## config.mk

```make
export PLATFORM = sky130hd
export DESIGN_NAME = tick_timer
export DESIGN_NICKNAME = d
export VERILOG_FILES = /design/src/rtl/tick_tmr_pkg.sv /design/src/rtl/tt_match.sv /design/src/rtl/tt_count.sv /design/src/rtl/tt_ctrl.sv /design/src/rtl/tick_timer.sv
export SDC_FILE = /design/constraint.sdc
export NUM_CORES = 1
export LEC_CHECK = 0
export ABC_CLOCK_PERIOD_IN_PS = 7700
export BUFFER_PORTS_ARGS = -buffer_cell sky130_fd_sc_hd__buf_2
export CAP_MARGIN = 30
export CORE_MARGIN = 5
export CORE_UTILIZATION = 63
export CTS_BUF_LIST = sky130_fd_sc_hd__clkbuf_16
export DETAILED_ROUTE_END_ITERATION = 10
export MAX_ROUTING_LAYER = met4
export PLACE_DENSITY = 0.87
export SETUP_SLACK_MARGIN = 0.4
export SYNTH_ARGS = -nofsm -noshare
export SYNTH_HDL_FRONTEND = slang
export SYNTH_SLANG_ARGS = --single-unit
```

## constraint.sdc

```tcl
create_clock -name clk -period 7.7 [get_ports clk]
set_input_delay 0 -clock clk [delete_from_list [all_inputs] [get_ports clk]]
set_output_delay 0 -clock clk [all_outputs]
set_load 0.01 [all_outputs]
```

## src/rtl/tick_tmr_pkg.sv

```systemverilog
package tick_tmr_pkg;

    localparam int CNT_W = 32;
    localparam int PER_W = 28;

    typedef enum logic [1:0] {
        MODE_OFF     = 2'b00,
        MODE_RESTART = 2'b01,
        MODE_ONESHOT = 2'b10,
        MODE_FREE    = 2'b11
    } tmr_mode_e;

    // Control word, packed MSB first: mode | enable | pending | period
    typedef struct packed {
        tmr_mode_e          mode;
        logic               ie;
        logic               ip;
        logic [PER_W-1:0]   period;
    } ctrl_t;

    function automatic logic mode_counts(input tmr_mode_e m);
        return m != MODE_OFF;
    endfunction

endpackage

```

## src/rtl/tt_match.sv

```systemverilog
module tt_match
    import tick_tmr_pkg::*;
#(
    parameter int CW = CNT_W,
    parameter int PW = PER_W
) (
    input  logic [CW-1:0] count_q,
    input  logic [PW-1:0] period,
    input  logic          advance,
    output logic [CW-1:0] count_inc,
    output logic          match
);
    always_comb begin
        count_inc = count_q + CW'(1);
        // only the period field of the advanced count takes part
        match     = advance && (count_inc[PW-1:0] == period);
    end
endmodule

```

## src/rtl/tt_count.sv

```systemverilog
module tt_count
    import tick_tmr_pkg::*;
#(
    parameter int CW = CNT_W
) (
    input  logic          clk,
    input  logic          rst,
    input  logic          load,
    input  logic [CW-1:0] load_val,
    input  logic          advance,
    input  logic          clear,
    input  logic [CW-1:0] count_inc,
    output logic [CW-1:0] count_q
);
    always_ff @(posedge clk) begin
        if (rst) begin
            count_q <= '0;
        end else if (load) begin
            count_q <= load_val;
        end else if (advance) begin
            count_q <= clear ? '0 : count_inc;
        end
    end
endmodule

```

## src/rtl/tt_ctrl.sv

```systemverilog
module tt_ctrl
    import tick_tmr_pkg::*;
(
    input  logic  clk,
    input  logic  rst,
    input  logic  load,
    input  ctrl_t load_val,
    input  logic  match,
    output ctrl_t ctrl_q,
    output logic  running
);
    logic halted_q;

    always_ff @(posedge clk) begin
        if (rst) begin
            ctrl_q   <= '0;
            halted_q <= 1'b0;
        end else if (load) begin
            ctrl_q   <= load_val;
            halted_q <= 1'b0;
        end else if (match) begin
            if (ctrl_q.ie) begin
                ctrl_q.ip <= 1'b1;
            end
            if (ctrl_q.mode == MODE_ONESHOT) begin
                halted_q <= 1'b1;
            end
        end
    end

    assign running = mode_counts(ctrl_q.mode) && !halted_q;
endmodule

```

## src/rtl/tick_timer.sv

```systemverilog
module tick_timer
    import tick_tmr_pkg::*;
#(
    parameter int CW = CNT_W,
    parameter int PW = PER_W
) (
    input  logic          clk,
    input  logic          rst,
    input  logic          tick_en,
    input  logic          wr_en,
    input  logic          wr_sel,
    input  logic [CW-1:0] wr_data,
    input  logic          rd_sel,
    output logic [CW-1:0] rd_data,
    output logic          irq
);
    ctrl_t         ctrl_q;
    logic [CW-1:0] ctrl_word;
    logic [CW-1:0] count_q;
    logic [CW-1:0] count_inc;
    logic          running;
    logic          advance;
    logic          match;
    logic          ctrl_wr;
    logic          cnt_wr;

    assign ctrl_wr   = wr_en && !wr_sel;
    assign cnt_wr    = wr_en && wr_sel;
    assign advance   = tick_en && running;
    assign ctrl_word = ctrl_q;

    tt_match #(.CW(CW), .PW(PW)) u_match (
        .count_q   (count_q),
        .period    (ctrl_q.period),
        .advance   (advance),
        .count_inc (count_inc),
        .match     (match)
    );

    tt_count #(.CW(CW)) u_count (
        .clk       (clk),
        .rst       (rst),
        .load      (cnt_wr),
        .load_val  (wr_data),
        .advance   (advance),
        .clear     (match && (ctrl_q.mode == MODE_RESTART)),
        .count_inc (count_inc),
        .count_q   (count_q)
    );

    tt_ctrl u_ctrl (
        .clk      (clk),
        .rst      (rst),
        .load     (ctrl_wr),
        .load_val (ctrl_t'(wr_data)),
        .match    (match),
        .ctrl_q   (ctrl_q),
        .running  (running)
    );

    assign rd_data = rd_sel ? count_q : ctrl_word;
    assign irq     = ctrl_q.ip && ctrl_q.ie;
endmodule

```

After elaboration in Yosys (flattened, before gate mapping):

Cells that the tools add are included.

* output and inout bits: 33
* bits in registers: 65
* input bits: 38
* word-level logic and storage cells: 33

* reductions and logical operators: 16
* mux-type cells: 7
* eq/ne operators: 3
* add/sub/neg operators: 1

Operators with widths (number)
* 2-to-1 mux 32 bit: 4
* adder 32 x 1 -> 32 bit (second input constant): 1
* == test 28 bit: 1
* nonzero test 2 bit: 4
* logical AND 1 bit: 7
* AND reduction 2 bit: 2
* 2-to-1 mux 1 bit: 3
* == test 2 x 1 -> 1 bit (second input constant): 1
* == test 2 bit (second input constant): 1
* zero test 1 bit: 2
* OR reduction 2 bit: 1

Longest topological paths before layout:

Gate-level depths: netlist of run 1.

* depth after elaboration: 8
* mapped depth: 13
* gate-level depth less buffers: 10

Hierarchy:

Synthesis of run 1 repeated with hierarchy kept, for this count alone.

* cells, all modules: 508
* area, all modules: 4952.2 um^2

Modules (own cells, without submodules)
* tt_count: seq. area each 640.6 um^2, area an instance 1816.7 um^2, times used 1, cells each 180
* tt_match: seq. area each 0.0 um^2, area an instance 1326.3 um^2, times used 1, cells each 176
* tt_ctrl: seq. area each 660.6 um^2, area an instance 1231.2 um^2, times used 1, cells each 111
* tick_timer: seq. area each 0.0 um^2, area an instance 578.1 um^2, times used 1, cells each 41

Least setup slack after synthesis of run 1:

No wires, ideal clock.

* path type: register to register
* start point: reg u_count.count_q[0]
* end point: reg u_count.count_q[30]
* data arrival time: 3095 ps
* library setup time: 135 ps
* path slack: 4470 ps
* data required time: 7565 ps
* buffers on the path: 1
* clock period less this slack: 3230 ps
* stages on the path, launching flop included: 12
* cells stage by stage: dfxtp_1 ha_1 nand4_2 or4_4 or3_1 a311oi_1 nand4_1 nor4_4 buf_4 a211oi_1 o21ai_0 o311ai_2

* word-level cells in the longest chain between the ends: 7

RTL lines
* from (decl): line tt_count.sv:13 `output logic [CW-1:0] count_q`
* from (signal assigned): line tt_count.sv:19 `count_q <= load_val;`
* from (signal assigned): line tt_count.sv:21 `count_q <= clear ? '0 : count_inc;`
* adder 32 x 1 -> 32 bit (*): line tt_match.sv:14 `count_inc = count_q + CW'(1);`
* == test 28 bit: line tt_match.sv:16 `match = advance && (count_inc[PW-1:0] == period);`
* logical AND 1 bit: line tt_match.sv:16
* logical AND 1 bit: line tick_timer.sv:46 `.clear (match && (ctrl_q.mode == MODE_RESTART)),`
* 2-to-1 mux 32 bit (*): line tt_count.sv:21
* 2-to-1 mux 32 bit (*): line tt_count.sv:20 `end else if (advance) begin`
* 2-to-1 mux 32 bit (*): line tt_count.sv:18 `end else if (load) begin`

Mark *: on every way between the ends. The rest lies on a longest branch, timed or not. The select of a mux whose other input is x is not followed.
A chain may end at the register's enable or synchronous reset.

Final worst setup path of run 1:

* start point: reg u_count.count_q[0]
* end point: reg u_count.count_q[12]

The elaborated chain is that of the path after synthesis.

==> impl_metrics.env, run 1 <==
export IMPL_synthArstFlopShare_pct=0
export IMPL_grt_ovfl_total=0
export IMPL_dieHeight_um=96.6
export IMPL_arrival_ns=4.24
export IMPL_ant_nets=0
export IMPL_slowest_delay_ns=0.61
export IMPL_wl_mm=17.6
export IMPL_end_kind="flip-flop"
export IMPL_cp_slowest_cell="or4_4"
export IMPL_crit_type="reg2reg"
export IMPL_vias=5630
export IMPL_diodes=0
export IMPL_cts_tree="done"
export IMPL_die_w_um=96.6
export IMPL_multi_input_area_um2=3170
export IMPL_powerDensity_nw_per_um2=180
export IMPL_path_buf_inv=0
export IMPL_drt_iter0_markers=657
export IMPL_synth_ff_type="dfxtp_1"
export IMPL_clockBufferDepth=2
export IMPL_clk_pin_slew_ns=0.06
export IMPL_antenna_found_initial=0
export IMPL_whs_ns=0.152
export IMPL_min_period_ns=4.06
export IMPL_synth_most_common_cell="nand2_1"
export IMPL_power_mw=1.02
export IMPL_synth_edf_count=0
export IMPL_crit_required_ns=7.89
export IMPL_synthTopCellsByArea="dfxtp_1, nand2_1, mux2_2"
export IMPL_regArea_um2=1300
export IMPL_slew_headroom_pct=39.3
export IMPL_synth_top_cell_by_area="dfxtp_1"
export IMPL_placed_area_um2=5010
export IMPL_gp_congestion=1.02
export IMPL_slew_violations=0
export IMPL_crit_family="simple AND/OR/NAND/NOR gates"
export IMPL_area_delta_synth_final_pct=19.8
export IMPL_netlist_top_cells_count="nand2_1, dfxtp_1, a21oi_1"
export IMPL_track_usage_pct=37.9
export IMPL_post_synth_cell_area_avg_um2=7.36
export IMPL_setup_viol=0
export IMPL_cp_start_kind="flip-flop"
export IMPL_via_per_inst=6.96
export IMPL_dpl_hpwl_mm=11.4
export IMPL_ys_seq_area_share_pct=27.5
export IMPL_crit_chain="ha_1 > nand4_2 > or4_4 > or3_1 > a311oi_1 > nand4_1 > nor4_4 > and2_4 > o21a_2 > o211ai_1"
export IMPL_core_um2=7290
export IMPL_num_rows=31
export IMPL_syn_num_nets=682
export IMPL_grt_pass1_vias=5472
export IMPL_status="completed"
export IMPL_drcViolationCount=0
export IMPL_cts_htree_levels=3
export IMPL_rsz0062_at_grt="false"
export IMPL_max_cap_violations=0
export IMPL_finalHoldViolCount=0
export IMPL_syn_inst=643
export IMPL_grt_pass1_wl_mm=28.5
export IMPL_first_pass_iters=7
export IMPL_cts_buffers=9
export IMPL_cts_root_buffer="clkbuf_16"
export IMPL_p_leak_nw=2.09
export IMPL_clock_skew_ns=0.00906
export IMPL_grt_max_degree=43
export IMPL_tightest_slew_ns=0.902
export IMPL_synth_top_area_share_pct=27.5
export IMPL_wl_per_cell_um=21.7
export IMPL_crit_fanout=31
export IMPL_ir_drop_mv=0.123
export IMPL_start_util_pct=64.9
export IMPL_max_freq_mhz=247
export IMPL_cts_sinks=65
export IMPL_die_area_um2=9340
export IMPL_tns_ns=0
export IMPL_synth_cell_type_count=68
export IMPL_ys_ff_latch=65
export IMPL_fin_crit_sh_pct=52.7
export IMPL_holdCritPathClass="in2reg"
export IMPL_finalInstanceArea_um2=5670
export IMPL_nFillCells=529
export IMPL_nets=744
export IMPL_portBuffers=70
export IMPL_io_pins=71
export IMPL_ys_warn_count=0
export IMPL_layout_drive_gt1_share_pct=19.3
export IMPL_syn_area_um2=4730
export IMPL_insertion_delay_ns=0.34
## stage by stage
stage / cells / worst slack (ns) / util, %
floorplan: 643 / 4.47 / -
global placement: 760 / 3.88 / 68.6
detailed placement: 761 / 3.75 / 68.7
CTS: 809 / 3.73 / 77.7
global route: 809 / 3.44 / 77.7
finish: 809 / 3.64 / 77.7
## cell families (layout without fill, tap and decap cells)
family / after synthesis / in the layout / share of synthesized area [%]
flops: 65 / 65 / 27.5
mux: 31 / 31 / 7.35
xor+xnor: 29 / 29 / 5.66
compound gates: 171 / 171 / 23.5
buf+inv: 64 / 131 / 5.85
simple gates: 282 / 282 / 29.9
fa+ha+maj: 1 / 1 / 0.265
## tightest hold or removal path: cells and delay by family
kind,cells,cell delay [ns]
AO/OA/AOI/OAI,1,0.05
buffers and inverters,1,0.12
AND/OR/NAND/NOR,2,0.27
## layout by cell type (no fill, tap or decap), drive strengths merged, types with 20 or more instances in the layout
| cell type | n |
|---|---|
| mux2 | 30 |
| nand3 | 31 |
| a21oi | 49 |
| buf | 76 |
| o311ai | 20 |
| nand2 | 134 |
| dfxtp | 65 |
| dlygate4sd3 | 32 |
| o21ai | 45 |
## cell type report
cell class | instances | area share, %
multi-input combinational | 514 | 55.8
sequential | 65 | 23.0
timing repair buffer | 108 | 12.6
clock buffer | 9 | 3.97
tap | 99 | 2.19
clock inverter | 7 | 1.94
inverter | 7 | 0.464
## path summary, 6_finish.rpt
check	start	to	slack, ns	cells after the start
max	u_count.count_q[0]	u_count.count_q[12]	3.64	10
min	wr_sel	u_ctrl.ctrl_q[14]	0.15	4
max reg2reg	u_count.count_q[0]	u_count.count_q[12]	3.64	10
min reg2reg	u_ctrl.ctrl_q[20]	u_ctrl.ctrl_q[20]	0.49	2
## sequential cells by signal, summed over array words and instances, names as in the netlist
signal           flops
u_count.count_q     32
u_ctrl.ctrl_q       32
u_ctrl.halted_q      1
## timing repair
action / in CTS / in global routing
endpoints found under the hold margin: 64 / 0
setup buffers: 0 / 0
hold buffers: 32 / 0
resized for setup: 0 / 0
## power breakdown
group	switching [mW]	total (mW)	internal, mW
Sequential	0.0312	0.385	0.353
Combinational	0.0907	0.161	0.0708
Clock	0.160	0.473	0.313
## layer usage
| metal | GRT usage, % | part of all wire (%) | vias to the layer above |
|---|---|---|---|
| met5 | - | 0 | - |
| met4 | 15.4 | 4.1 | 0 |
| met3 | 9.21 | 12 | 98 |
| met2 | 58.2 | 46 | 454 |
| met1 | 47.8 | 39 | 2591 |
| li1 | - | - | 2487 |
Note: power is estimated with default switching activity, not from simulation.
==> run 2: changes to the inputs <==
ABC_CLOCK_PERIOD_IN_PS = 3600   (was 7700)
CORE_UTILIZATION = 52   (was 63)
PLACE_DENSITY = 0.77   (was 0.87)
clock period = 3.6 ns   (was 7.7 ns; I/O delays follow)
==> run 2 against run 1 <==
  * Sequential power rose by 110%
  * Power rose by 110%
  * Highest routed layer unchanged
  * Setup slack got worse by 3.3 ns
  * Via count fell by 1.7%
  * Die area rose by 19%
  * Combinational power rose by 140%
  * Utilization fell by 6.0 points
  * Wire length fell by 0.14%
  * Fmax rose by 25%
  * Sequential share of layout area fell by 2.0 points
  * Final cell count rose by 7.7%
  * Largest cell class unchanged
==> impl_metrics.env, run 2 (synthesis results as in run 1) <==
export IMPL_status="completed"
export IMPL_die_w_um=105
export IMPL_dieHeight_um=105
export IMPL_path_buf_inv=2
export IMPL_power_net_switching_mw=0.613
export IMPL_seqPwrFrac_pct=37.5
export IMPL_clock_skew_ns=0.00981
export IMPL_slew_violations=0
export IMPL_internal_power_mw=1.54
export IMPL_cp_start_kind="flip-flop"
export IMPL_fin_crit_sh_pct=90.5
export IMPL_end_kind="flip-flop"
export IMPL_antenna_found_initial=0
export IMPL_nFillCells=724
export IMPL_combPwrFrac_pct=18.2
export IMPL_layout_drive_gt1_share_pct=29.6
export IMPL_slew_headroom_pct=39.0
export IMPL_placed_area_um2=5300
export IMPL_crit_family="simple AND/OR/NAND/NOR gates"
export IMPL_die_area_um2=11100
export IMPL_regArea_um2=1330
export IMPL_drt_iter0_markers=396
export IMPL_finalHoldViolCount=0
export IMPL_ant_nets=0
export IMPL_cts_sinks=65
export IMPL_wl_per_cell_um=20.2
export IMPL_place_inst=804
export IMPL_powerDensity_nw_per_um2=341
export IMPL_r2r_start="u_count.count_q[1]"
export IMPL_multi_input_area_um2=3330
export IMPL_via_per_inst=6.35
export IMPL_swShare_pct=28.4
export IMPL_clkPwrFrac_pct=44.3
export IMPL_cts_htree_levels=3
export IMPL_cp_slowest_cell="or4_4"
export IMPL_crit_fanout=7
export IMPL_final_cell_mix="nand2_1, buf_2, dfxtp_1"
export IMPL_crit_required_ns=3.81
export IMPL_area_delta_synth_final_pct=33.6
export IMPL_tns_ns=0
export IMPL_rr_worst_depth=12
export IMPL_reg_top3="u_count.count_q: 32 flops, u_ctrl.ctrl_q: 32 flops, u_ctrl.halted_q: 1 flops"
export IMPL_portBuffers=70
export IMPL_start_util_pct=53.7
export IMPL_r2r_setup_slack_ns=0.34
export IMPL_finalInstanceArea_um2=6320
export IMPL_arrival_ns=3.47
export IMPL_nets=797
export IMPL_cts_buffers=9
export IMPL_rsz0062_at_grt="true"
export IMPL_num_rows=34
export IMPL_cts_root_buffer="clkbuf_16"
export IMPL_rr_endpoint="u_count.count_q[30]"
export IMPL_grt_ovfl_total=0
export IMPL_wl_mm=17.6
export IMPL_core_um2=8810
export IMPL_grt_pass1_vias=5068
export IMPL_fin_cells=871
export IMPL_drcViolationCount=0
export IMPL_grt_max_degree=43
export IMPL_tightest_slew_ns=0.915
export IMPL_vias=5532
export IMPL_setup_viol=0
export IMPL_hp_start="wr_sel"
export IMPL_whs_path_depth=4
export IMPL_first_pass_iters=5
export IMPL_p_leak_nw=2.44
export IMPL_max_cap_violations=0
export IMPL_dpl_hpwl_mm=12.0
export IMPL_io_pins=71
export IMPL_power_mw=2.16
export IMPL_gp_congestion=1.00
export IMPL_cts_tree="done"
export IMPL_grt_pass1_wl_mm=27.0
export IMPL_crit_type="reg2reg"
export IMPL_layout_commonest_cell="nand2_1"
export IMPL_track_usage_pct=31.2
export IMPL_ir_drop_mv=0.237
export IMPL_min_period_ns=3.26
export IMPL_max_freq_mhz=307
export IMPL_holdCritPathClass="in2reg"
export IMPL_slowest_delay_ns=0.60
export IMPL_clockBufferDepth=2
export IMPL_clk_pin_slew_ns=0.06
export IMPL_crit_chain="ha_4 > nand4_4 > or4_4 > or3_4 > a311oi_2 > nand4_1 > nor4_4 > buf_4 > and2_4 > o21a_4 > clkbuf_16 > o311ai_4"
export IMPL_insertion_delay_ns=0.34
export IMPL_diodes=0
export IMPL_whs_endpoint="u_ctrl.ctrl_q[29]"
## run 2: how the worst max path moves through the flow
stage	start	to	slack, ns	cells past startpoint
final	u_count.count_q[1]	u_count.count_q[30]	0.34	12
after global routing	u_count.count_q[10]	u_count.count_q[28]	0.24	13
after detailed placement	u_count.count_q[1]	u_count.count_q[30]	0.24	11
after CTS	u_count.count_q[0]	u_count.count_q[28]	0.40	12
after global placement	u_count.count_q[3]	u_count.count_q[29]	0.27	11
after floorplan	u_count.count_q[0]	u_count.count_q[30]	0.41	11
## run 2: stage by stage
step                      util [%]  setup slack (ns)  hold slack, ns
after floorplan                  -             0.407           0.116
after global placement        60.2             0.267           0.220
after detailed placement      60.2             0.244           0.227
after CTS                     68.2             0.403           0.124
after global routing          71.8             0.242           0.146
final                         71.8             0.343           0.128
## run 2: area by class of cell
class | instances | share of cell area [%]
sequential | 65 | 21.0
tap | 108 | 2.14
clock inverter | 7 | 1.50
timing repair buffer | 161 | 18.8
multi-input combinational | 514 | 52.6
inverter | 7 | 0.416
clock buffer | 9 | 3.56
## run 2: worst min-delay path, cell delays in order
cell and delay [ns]:
buf_2 0.11, nor2b_2 0.15, nand2_1 0.11, a21oi_1 0.05
## run 2: timing repair
| action | in CTS | in global routing |
|---|---|---|
| pin swaps | 3 | 18 |
| hold buffers | 32 | 0 |
| cloned | 0 | 4 |
| gates resized for setup | 14 | 38 |
| setup buffers | 1 | 14 |
| endpoints found under the hold margin | 64 | 0 |
| setup endpoints to repair | 32 | 34 |
## run 2: routing by layer
metal | vias to the layer above | wire length [um] | track usage [%]
li1 | 2595 | - | -
met4 | 0 | 546 | 10.1
met5 | - | 0 | -
met2 | 329 | 7960 | 47.2
met1 | 2561 | 7260 | 41.3
met3 | 47 | 1790 | 7.03
## run 2: power by group through the flow
stage               Sequential [mW]  Combinational (mW)  Clock [mW]
floorplan                     0.795               0.229           0
global placement              0.818               0.325           0
detailed placement            0.820               0.330           0
CTS                           0.806               0.364       0.964
global route                  0.815               0.422        1.01
finish                        0.809               0.393       0.955
